`config.mk`:
```
export PLATFORM = sky130hd
export DESIGN_NAME = univ_bus_path
export DESIGN_NICKNAME = d
export VERILOG_FILES = /design/src/rtl/ubp_pkg.sv /design/src/rtl/ubp_cell.sv /design/src/rtl/ubp_out_stage.sv /design/src/rtl/univ_bus_path.sv
export SDC_FILE = /design/constraint.sdc
export NUM_CORES = 1
export LEC_CHECK = 0
export BUFFER_PORTS_ARGS = -buffer_cell sky130_fd_sc_hd__buf_4
export CAP_MARGIN = 20
export CORE_UTILIZATION = 50
export DETAILED_ROUTE_END_ITERATION = 7
export HOLD_SLACK_MARGIN = 0.05
export PLACE_DENSITY_LB_ADDON = 0.12
export REMOVE_ABC_BUFFERS = 1
export SLEW_MARGIN = 25
export SYNTH_ARGS = -nofsm -noshare
export SYNTH_HDL_FRONTEND = slang
export SYNTH_SLANG_ARGS = --single-unit
```
`constraint.sdc`:
```
create_clock -name clk_i -period 2.6 [get_ports clk_i]
set_input_delay 0.65 -clock clk_i [delete_from_list [all_inputs] [get_ports clk_i]]
set_output_delay 0.65 -clock clk_i [all_outputs]
set_load 0.1 [all_outputs]
```
`src/rtl/ubp_pkg.sv`:
```
`timescale 1ns/1ps
package ubp_pkg;

  typedef enum logic [1:0] {
    MODE_FLOW    = 2'd0,
    MODE_CAPTURE = 2'd1,
    MODE_HOLD    = 2'd2
  } cell_mode_e;

  // latch enable dominates; clock enable only matters in register mode
  function automatic cell_mode_e decode_mode(input logic le, input logic cken_n);
    if (le)          return MODE_FLOW;
    else if (!cken_n) return MODE_CAPTURE;
    else             return MODE_HOLD;
  endfunction

endpackage

```
`src/rtl/ubp_cell.sv`:
```
`timescale 1ns/1ps
module ubp_cell
  import ubp_pkg::*;
#(
  parameter int unsigned WIDTH = 9
) (
  input  logic             clk_i,
  input  logic             rst_ni,
  input  logic             le_i,
  input  logic             cken_ni,
  input  logic [WIDTH-1:0] d_i,
  output logic [WIDTH-1:0] y_o
);

  cell_mode_e       mode;
  logic [WIDTH-1:0] q;

  assign mode = decode_mode(le_i, cken_ni);

  // flow mode also loads, so a falling latch enable keeps the last sample
  always_ff @(posedge clk_i or negedge rst_ni) begin
    if (!rst_ni)                q <= '0;
    else if (mode != MODE_HOLD) q <= d_i;
  end

  always_comb begin
    y_o = (mode == MODE_FLOW) ? d_i : q;
  end

  assert_capture_R4: assert property (@(posedge clk_i) disable iff (!rst_ni)
    (!le_i && !cken_ni) |=> (q == $past(d_i)));

  assert_hold_R5: assert property (@(posedge clk_i) disable iff (!rst_ni)
    (!le_i && cken_ni) |=> $stable(q));

  assert_track_R7: assert property (@(posedge clk_i) disable iff (!rst_ni)
    le_i |=> (q == $past(d_i)));

endmodule

```
`src/rtl/ubp_out_stage.sv`:
```
`timescale 1ns/1ps
module ubp_out_stage #(
  parameter int unsigned HALVES = 2,
  parameter int unsigned HALF_W = 9,
  localparam int unsigned BUS_W = HALVES * HALF_W
) (
  input  logic              oe_ni,
  input  logic [BUS_W-1:0]  y_i,
  output logic [BUS_W-1:0]  data_o,
  output logic [HALVES-1:0] drive_o
);

  for (genvar h = 0; h < HALVES; h++) begin : g_half
    always_comb begin
      drive_o[h]                  = ~oe_ni;
      data_o[h*HALF_W +: HALF_W]  = oe_ni ? '0 : y_i[h*HALF_W +: HALF_W];
    end
  end

endmodule

```
`src/rtl/univ_bus_path.sv`:
```
`timescale 1ns/1ps
module univ_bus_path #(
  parameter int unsigned HALVES = 2,
  parameter int unsigned DATA_W = 8,
  localparam int unsigned HALF_W = DATA_W + 1,
  localparam int unsigned BUS_W  = HALVES * HALF_W
) (
  input  logic              clk_i,
  input  logic              rst_ni,
  input  logic              le_i,
  input  logic              oe_ni,
  input  logic [HALVES-1:0] cken_ni,
  input  logic [BUS_W-1:0]  a_data_i,
  output logic [BUS_W-1:0]  b_data_o,
  output logic [HALVES-1:0] b_drive_o
);

  logic [BUS_W-1:0] cell_y;

  for (genvar h = 0; h < HALVES; h++) begin : g_cell
    ubp_cell #(.WIDTH(HALF_W)) u_cell (
      .clk_i   (clk_i),
      .rst_ni  (rst_ni),
      .le_i    (le_i),
      .cken_ni (cken_ni[h]),
      .d_i     (a_data_i[h*HALF_W +: HALF_W]),
      .y_o     (cell_y[h*HALF_W +: HALF_W])
    );

    assert_half_isolated_R6: assert property (@(posedge clk_i) disable iff (!rst_ni)
      (!le_i && cken_ni[h] && !oe_ni) ##1 (!le_i && !oe_ni)
      |-> $stable(b_data_o[h*HALF_W +: HALF_W]));
  end

  ubp_out_stage #(.HALVES(HALVES), .HALF_W(HALF_W)) u_out (
    .oe_ni   (oe_ni),
    .y_i     (cell_y),
    .data_o  (b_data_o),
    .drive_o (b_drive_o)
  );

  assert_hiz_R1: assert property (@(posedge clk_i) disable iff (!rst_ni)
    oe_ni |-> (b_drive_o == '0 && b_data_o == '0));

  assert_drive_R2: assert property (@(posedge clk_i) disable iff (!rst_ni)
    !oe_ni |-> (&b_drive_o));

  assert_flow_R3: assert property (@(posedge clk_i) disable iff (!rst_ni)
    (le_i && !oe_ni) |-> (b_data_o == a_data_i));

endmodule

```
==> impl_metrics.csv, run 1 <==
group,metric,value,unit
outcome,status,"completed",
route,post-route-drc-count,0,
logic_synthesis,synth.top_cells.by_count,"dfrtp_1, mux2i_1, nor2_1",
logic_synthesis,synth.top_cells.by_area,"dfrtp_1, mux2i_1, mux2_4",
setup_path,worst_setup_path_start_kind,"input pin",
logic_synthesis,average_size_of_a_mapped_cell,12.3,um2
route,postRouteAntennaNets,0,
finish,drive_gt1_share,54.1,%
timing,layout_min_cycle_time,2130,ps
global_routing,grt_pass1_vias,675,
setup_path,worst-setup-path-type,"input pin to output pin",
cts,cts.path.max_buffers,2,
timing,tightestPinTransition,435,ps
finish,fill_cells,125,
pwr,total_power,0.808,mW
finish,registers.top_by_ff_count,"g_cell.u_cell.q",
timing,final_max_slew_viol_count,0,
logic_synthesis,proportion_of_synthesized_chip_area_in_sequential_cells,44.6,%
placed_design,placement.io_buffers,43,
pwr,cellLeakagePower,0.718,nW
finish,core_utilization_of_the_finished_layout,74.9,%
placed_design,place_congestion,0.669,
route,overall_via_count_from_detail_route,730,
job,number_of_max_capacitance_violations_reported,0,
logic_synthesis,ys_async_sr_fraction,100,%
cts,tritoncts_num_sinks,18,
cts,htree_num_levels,1,
logic_synthesis,post_synth_inst_count,82,
setup_path,crit_path_max_fanout,20,
global_routing,globalRouteTotalUtil,20.7,%
timing,max-slew-margin-rel,71.0,%
logic_synthesis,synthDominantAreaCellType,"dfrtp_1",
floorplanning,ios,44,
logic_synthesis,yosys_most_used_dff,"dfrtp_1",
floorplanning,start_util,56.0,%
placed_design,place.detailed.hpwl,1400,um
finish,multi_input_comb_area,504,um2
global_routing,grt_max_degree,21,
finish,final_net_count,147,
cts,postCtsSetupBuffers,0,
cts,postCtsHoldBufs,0,
logic_synthesis,synth_cell_type_count,12,
global_routing,antenna_found_initial,0,
cts,cts_tree,"done",
route,drt_first_iter_violations,3,
timing,timing.clock.skew,0,ps
cts,clk_root_buffer_cell,"clkbuf_4",
setup_path,crit_arrival,1480,ps
finish,layout-area-overhead-vs-synth,33.6,%
timing,final.setup.worst_slack,468,ps
setup_path,critPathCaptureType,"output pin",
logic_synthesis,syn-cell-area,0.00101,mm2
placed_design,dp_worst_setup_slack,463,ps
cts,clock_insertion_delay_worst_skew,290,ps
timing,grt_setup_unrepaired,"false",
route,drt_wl_total,1980,um
cts,cts_resized,0,
finish,final_design_area_no_fill,0.00135,mm2
timing,hold_viol,0,
placed_design,placement.cell_area,0.00131,mm2
finish,largest_register_ffs,18,
finish,area.sequential,450,um2
setup_path,timing.reg2reg.setup_slack,1810,ps
logic_synthesis,synth_edf_count,0,
route,detailed_route_vias_per_instance,4.97,
route,wl_per_cell,13.5,um
pwr,maximum_vdd_drop,0.334,mV
logic_synthesis,yosys_register_bits,18,
worst_hold_path,hold_path.class,"input pin to async pin",
cts,cts_buffers,3,
logic_synthesis,yosys_warnings,0,
logic_synthesis,synth.top_cell.area_share,44.6,%
floorplanning,std_cell_rows,15,
floorplanning,die_area,0.00220,mm2
finish,antennaDiodeCount,0,
route,detail_route.first_pass.iterations,4,
floorplanning,floorplan.die.width,46.9,um
timing,crit_share_post_route,82.0,%
global_routing,wire_length_of_the_first_global_routing_pass,3080,um
cts,clk_pin_slew_worst_paths,100,ps
timing,timing.fmax,469,MHz
global_routing,globalRoute.totalOverflow,0,
floorplanning,die-height,46.9,um
timing,timing.final.setup_violations,0,
floorplanning,core_area,0.00180,mm2
pwr,power-per-cell-area,599,mW/mm2
finish,registers_with_the_most_flip_flops,"g_cell.u_cell.q x18",
setup_path,worstPathRequired,1950,ps
==> area by class of cell <==
class	count	area share [%]
multi-input combinational	56	37.4
sequential	18	33.4
timing repair buffer	43	23.9
clock buffer	4	2.69
tap	25	2.32
inverter	1	0.278
==> layout by cell type, fill, tap and decap left out <==
cell	count
buf_4	43
clkbuf_4	3
clkbuf_8	1
dfrtp_1	18
inv_1	1
mux2_2	9
mux2_4	9
mux2i_1	18
nand2b_1	1
nand2b_4	1
nor2_1	18
==> through the flow <==
stage,setup TNS (ps),hold slack [ps],instances
2_1_floorplan,-1020,354,75
3_3_place_gp,0,488,143
3_5_place_dp,0,495,143
4_1_cts,0,199,147
5_1_grt,0,210,147
6_report,0,199,147
==> layer usage <==
metal  global-route usage (%)  part of all wire [%]  routed length, um  vias up
met2                     33.6                    49                972       25
li1                         -                     -                  -      358
met1                     26.1                    43                858      343
met3                     4.62                   5.6                110        4
met4                     10.3                   2.0                 39        0
met5                        0                     0                  0        -
==> final timing paths <==
kind                                       start               endpoint  depth (start not counted)
max                                         le_i            b_data_o[5]                          4
min                                       rst_ni  g_cell[1].u_cell.q[0]                          1
max reg2reg                g_cell[1].u_cell.q[1]  g_cell[1].u_cell.q[1]                          1
min reg2reg                g_cell[0].u_cell.q[0]  g_cell[0].u_cell.q[0]                          1
max in group asynchronous                 rst_ni  g_cell[1].u_cell.q[7]                          1
min in group clk_i         g_cell[0].u_cell.q[0]  g_cell[0].u_cell.q[0]                          1
==> cell families after synthesis <==
family / Yosys count / synth area share (%)
DFF: 18 / 44.6
and+or+nand+nor: 20 / 8.67
buffers and inverters: 8 / 5.45
muxes: 36 / 41.3
==> where the power goes <==
part	total, mW	leakage [nW]	internal [mW]	switching (mW)
Clock	0.173	0.0210	0.0854	0.0877
Combinational	0.320	0.487	0.0982	0.221
Sequential	0.315	0.210	0.303	0.0122
==> worst max-delay path, stage by stage <==
cell and delay [ps]:
buf_4 280, mux2i_1 120, nor2_1 110, buf_4 300
No activity file was read; power rests on OpenSTA's default activity.
==> inputs of run 2 (changes only) <==
--- a/config.mk
+++ b/config.mk
@@ -7,7 +7,7 @@
 export LEC_CHECK = 0
 export BUFFER_PORTS_ARGS = -buffer_cell sky130_fd_sc_hd__buf_4
 export CAP_MARGIN = 20
-export CORE_UTILIZATION = 50
+export CORE_UTILIZATION = 42
 export DETAILED_ROUTE_END_ITERATION = 7
 export HOLD_SLACK_MARGIN = 0.05
 export PLACE_DENSITY_LB_ADDON = 0.12
==> constraint.sdc (replaced) <==
create_clock -name clk_i -period 1.8 [get_ports clk_i]
set_input_delay 0.45 -clock clk_i [delete_from_list [all_inputs] [get_ports clk_i]]
set_output_delay 0.45 -clock clk_i [all_outputs]
set_load 0.1 [all_outputs]
==> impl_metrics.csv, run 2 (same netlist as run 1, synthesis figures left out) <==
group,metric,value,unit
finish,final_design_area_no_fill,0.00136,mm2
global_routing,grt_max_degree,21,
route,wl_per_cell,12.4,um
route,detail_route.first_pass.iterations,3,
finish,drive_gt1_share,53.3,%
cts,htree_num_levels,1,
cts,cts_buffers,3,
cts,clk_root_buffer_cell,"clkbuf_4",
placed_design,placement.io_buffers,43,
outcome,status,"completed",
timing,grt_setup_unrepaired,"false",
timing,tns,0,ps
timing,final.setup.worst_slack,63.6,ps
placed_design,placement.cell_area,0.00132,mm2
worst_hold_path,hold_path.class,"input pin to flop",
route,postRouteAntennaNets,0,
setup_path,worstPathRequired,1350,ps
placed_design,placed_instances,146,
global_routing,grt_pass1_vias,703,
global_routing,wire_length_of_the_first_global_routing_pass,2950,um
route,post-route-drc-count,0,
timing,max-slew-margin-rel,71.6,%
finish,post_layout_nonfiller_instances,150,
setup_path,crit_arrival,1290,ps
setup_path,worst_setup_path_start_kind,"input pin",
placed_design,dp_worst_setup_slack,52.3,ps
timing,hold_viol,0,
global_routing,globalRoute.totalOverflow,0,
floorplanning,die-height,51.0,um
timing,tightestPinTransition,426,ps
cts,cts.path.max_buffers,2,
floorplanning,start_util,45.2,%
finish,registers_with_the_most_flip_flops,"g_cell.u_cell.q x18",
finish,mostFrequentLayoutCells,"buf_4, mux2i_1, nor2_1, dfrtp_1",
floorplanning,floorplan.die.width,51.0,um
setup_path,critPathCaptureType,"output pin",
global_routing,antenna_found_initial,0,
floorplanning,core_area,0.00223,mm2
finish,largest_register_ffs,18,
timing,timing.final.setup_violations,0,
finish,antennaDiodeCount,0,
cts,clk_pin_slew_worst_paths,100,ps
finish,final_net_count,148,
finish,core_utilization_of_the_finished_layout,60.7,%
placed_design,place_congestion,0.633,
finish,final_common_cell,"buf_4",
finish,layout-area-overhead-vs-synth,34.3,%
pwr,power-per-cell-area,819,mW/mm2
timing,fin_worst_hold_slack,404,ps
pwr,cellLeakagePower,0.717,nW
setup_path,worst-setup-path-type,"input pin to output pin",
floorplanning,die_area,0.00260,mm2
cts,clock_insertion_delay_worst_skew,280,ps
placed_design,place.detailed.hpwl,1330,um
timing,crit_share_post_route,96.5,%
floorplanning,std_cell_rows,17,
global_routing,globalRouteTotalUtil,15.1,%
route,overall_via_count_from_detail_route,738,
pwr,total_power,1.11,mW
setup_path,crit_path_max_fanout,20,
timing,final_max_slew_viol_count,0,
route,drt_first_iter_violations,6,
finish,registers.top_by_ff_count,"g_cell.u_cell.q",
route,drt_wl_total,1860,um
pwr,maximum_vdd_drop,0.510,mV
timing,timing.fmax,576,MHz
cts,tritoncts_num_sinks,18,
timing,layout_min_cycle_time,1740,ps
floorplanning,ios,44,
route,detailed_route_vias_per_instance,4.92,
job,number_of_max_capacitance_violations_reported,0,
cts,cts_tree,"done",
timing,timing.clock.skew,0,ps
-- run 2: cell count changes in the layout (fill, tap and decap cells not counted), sizes merged --
| cell | delta |
|---|---|
| clkbuf | -1 |
| dlygate4sd3 | +1 |
-- run 2: routing by layer --
metal  vias to the layer above  part of all wire (%)  GRT usage [%]
met5                         -                     0              0
met1                       357                    42           17.4
li1                        360                     -              -
met2                        19                    52           27.6
met3                         2                   5.1           2.38
met4                         0                  0.75           5.56
-- run 2: worst max-delay path, cell delays in order --
cell and delay [ps]:
buf_4 290, mux2i_1 250, nor2_1 60, buf_4 230
-- run 2: cell type report --
type | count | area [um2]
clock buffer | 3 | 22.5
fill | 203 | 877
inverter | 1 | 3.75
multi-input combinational | 56 | 504
sequential | 18 | 450
tap | 28 | 35.0
timing repair buffer | 44 | 340
-- run 2: final timing paths --
check | startpoint | end | cells after the start | slack, ps
min reg2reg | g_cell[1].u_cell.q[6] | g_cell[1].u_cell.q[6] | 1 | 520
max | le_i | b_data_o[8] | 4 | 60
min in group asynchronous | rst_ni | g_cell[0].u_cell.q[7] | 2 | 560
max reg2reg | g_cell[1].u_cell.q[4] | g_cell[1].u_cell.q[4] | 1 | 1030
max in group asynchronous | rst_ni | g_cell[1].u_cell.q[2] | 2 | 1050
min | a_data_i[12] | g_cell[1].u_cell.q[3] | 2 | 400
-- run 2: timing repair --
action	4_1_cts	5_1_grt
hold buffers	1	0
setup endpoints to repair	0	2
hold endpoints to repair	18	0
setup buffers	0	0
resized for setup	0	2
-- run 2: report_power, final --
group / internal, mW / switching, mW
sequential: 0.438 / 0.0167
clock: 0.0775 / 0.113
combinational: 0.145 / 0.319
total: 0.661 / 0.449
==> inputs of run 3 (changes only) <==
--- a/config.mk
+++ b/config.mk
@@ -5,8 +5,7 @@
 export SDC_FILE = /design/constraint.sdc
 export NUM_CORES = 1
 export LEC_CHECK = 0
-export BUFFER_PORTS_ARGS = -buffer_cell sky130_fd_sc_hd__buf_4
-export CAP_MARGIN = 20
+export BUFFER_PORTS_ARGS = -buffer_cell sky130_fd_sc_hd__clkbuf_2
 export CORE_UTILIZATION = 42
 export DETAILED_ROUTE_END_ITERATION = 7
 export HOLD_SLACK_MARGIN = 0.05
==> impl_metrics.csv, run 3 (same netlist as run 1, synthesis figures left out) <==
group,metric,value,unit
outcome,status,"completed",
timing,tightestPinTransition,449,ps
job,number_of_max_capacitance_violations_reported,0,
setup_path,critPathCaptureType,"output pin",
cts,cts_tree,"done",
route,detailed_route_vias_per_instance,4.91,
finish,registers.top_by_ff_count,"g_cell.u_cell.q",
timing,layout_min_cycle_time,1720,ps
setup_path,worst_setup_path_start_kind,"input pin",
floorplanning,core_area,0.00223,mm2
cts,clk_pin_slew_worst_paths,90,ps
timing,hold_viol,0,
route,wl_per_cell,12.9,um
setup_path,worst-r2r-cell-count,1,
floorplanning,ios,44,
route,detail_route.first_pass.iterations,2,
placed_design,dp_worst_setup_slack,83.4,ps
cts,cts_buffers,3,
route,overall_via_count_from_detail_route,742,
route,drt_first_iter_violations,6,
finish,area.sequential,450,um2
setup_path,worst_r2r_startpoint,"g_cell[1].u_cell.q[2]",
global_routing,grt_max_degree,20,
pwr,cellLeakagePower,0.789,nW
global_routing,globalRouteTotalUtil,16.6,%
timing,timing.final.setup_violations,0,
placed_design,place.detailed.hpwl,1500,um
setup_path,worstReg2RegEnd,"g_cell[1].u_cell.q[2]",
timing,grt_setup_unrepaired,"false",
cts,htree_num_levels,1,
placed_design,placement.io_buffers,43,
cts,tritoncts_num_sinks,18,
finish,antennaDiodeCount,0,
finish,mostFrequentLayoutCells,"clkbuf_2, buf_12, mux2i_1, nor2_1, dfrtp_1",
setup_path,crit_arrival,1270,ps
setup_path,crit_path_max_fanout,11,
timing,timing.fmax,583,MHz
finish,final_design_area_no_fill,0.00157,mm2
placed_design,place_congestion,0.644,
floorplanning,start_util,45.2,%
finish,final_net_count,149,
finish,post_layout_nonfiller_instances,151,
cts,postCtsHoldBufs,0,
setup_path,worstPathRequired,1350,ps
finish,core_utilization_of_the_finished_layout,70.4,%
finish,largest_register_ffs,18,
setup_path,timing.reg2reg.setup_slack,1030,ps
floorplanning,die_area,0.00260,mm2
timing,final.setup.worst_slack,84.1,ps
cts,cts_resized,0,
pwr,power-per-cell-area,764,mW/mm2
route,drt_wl_total,1940,um
setup_path,timing.critical_path.to,"b_data_o[13]",
finish,registers_with_the_most_flip_flops,"g_cell.u_cell.q x18",
global_routing,antenna_found_initial,0,
finish,drive_gt1_share,54.5,%
floorplanning,floorplan.die.width,51.0,um
finish,multi_input_comb_area,504,um2
timing,crit_share_post_route,95.3,%
pwr,maximum_vdd_drop,0.584,mV
placed_design,placed_instances,148,
global_routing,globalRoute.totalOverflow,0,
timing,timing.clock.skew,0,ps
floorplanning,die-height,51.0,um
cts,postCtsSetupBuffers,0,
timing,max-slew-margin-rel,70.1,%
finish,layout-area-overhead-vs-synth,55.6,%
finish,final_common_cell,"clkbuf_2",
global_routing,grt_pass1_vias,715,
cts,cts.path.max_buffers,2,
placed_design,placement.cell_area,0.00155,mm2
route,postRouteAntennaNets,0,
cts,clock_insertion_delay_worst_skew,280,ps
cts,clk_root_buffer_cell,"clkbuf_4",
setup_path,worst-setup-path-type,"input pin to output pin",
timing,final_max_slew_viol_count,0,
route,post-route-drc-count,0,
worst_hold_path,hold_path.class,"input pin to async pin",
setup_path,critical_path.startpoint,"le_i",
floorplanning,std_cell_rows,17,
finish,fill_cells,175,
global_routing,wire_length_of_the_first_global_routing_pass,3180,um
==> run 3: area by class of cell <==
class                           count  share of cell area, %
Tap cell                           28                   2.23
Timing Repair Buffer               45                   35.4
Inverter                            1                  0.239
Clock buffer                        3                   1.43
Multi-Input combinational cell     56                   32.1
Sequential cell                    18                   28.7
==> run 3: worst min-delay path by stage <==
stage | slack [ps] | from | depth (start not counted) | end
2_1_floorplan | 150 | rst_ni | 0 | g_cell[0].u_cell.q[0]
3_3_place_gp | 410 | rst_ni | 1 | g_cell[0].u_cell.q[7]
3_5_place_dp | 410 | rst_ni | 1 | g_cell[0].u_cell.q[7]
4_1_cts | 80 | rst_ni | 1 | g_cell[0].u_cell.q[4]
5_1_grt | 90 | rst_ni | 1 | g_cell[0].u_cell.q[1]
6_report | 90 | rst_ni | 1 | g_cell[0].u_cell.q[7]
==> run 3: power by group <==
| part | switching [mW] | internal (mW) | leakage (nW) | total [mW] |
|---|---|---|---|---|
| Sequential | 0.0174 | 0.438 | 0.210 | 0.456 |
| Clock | 0.113 | 0.0778 | 0.0138 | 0.190 |
| Combinational | 0.339 | 0.215 | 0.565 | 0.554 |
| Total | 0.469 | 0.731 | 0.789 | 1.20 |
==> run 3: worst max-delay path, stage by stage <==
cell and delay (ps):
clkbuf_2 130, buf_12 160, mux2i_1 110, nor2_1 190, buf_12 210
==> run 3: routing by layer <==
metal	up-vias	global-route usage (%)	share of wire, %
li1	362	-	-
met1	357	21.2	45
met2	21	27.0	49
met3	2	3.57	4.5
met4	0	6.94	1.1
met5	-	0	0
==> run 3: through the flow <==
| step | hold slack, ps | TNS, ps | power (mW) |
|---|---|---|---|
| 2_1_floorplan | 154 | -8700 | 0.795 |
| 3_3_place_gp | 413 | 0 | 1.01 |
| 3_5_place_dp | 415 | 0 | 1.02 |
| 4_1_cts | 82.3 | 0 | 1.22 |
| 5_1_grt | 93.0 | 0 | 1.26 |
| 6_report | 87.6 | 0 | 1.20 |
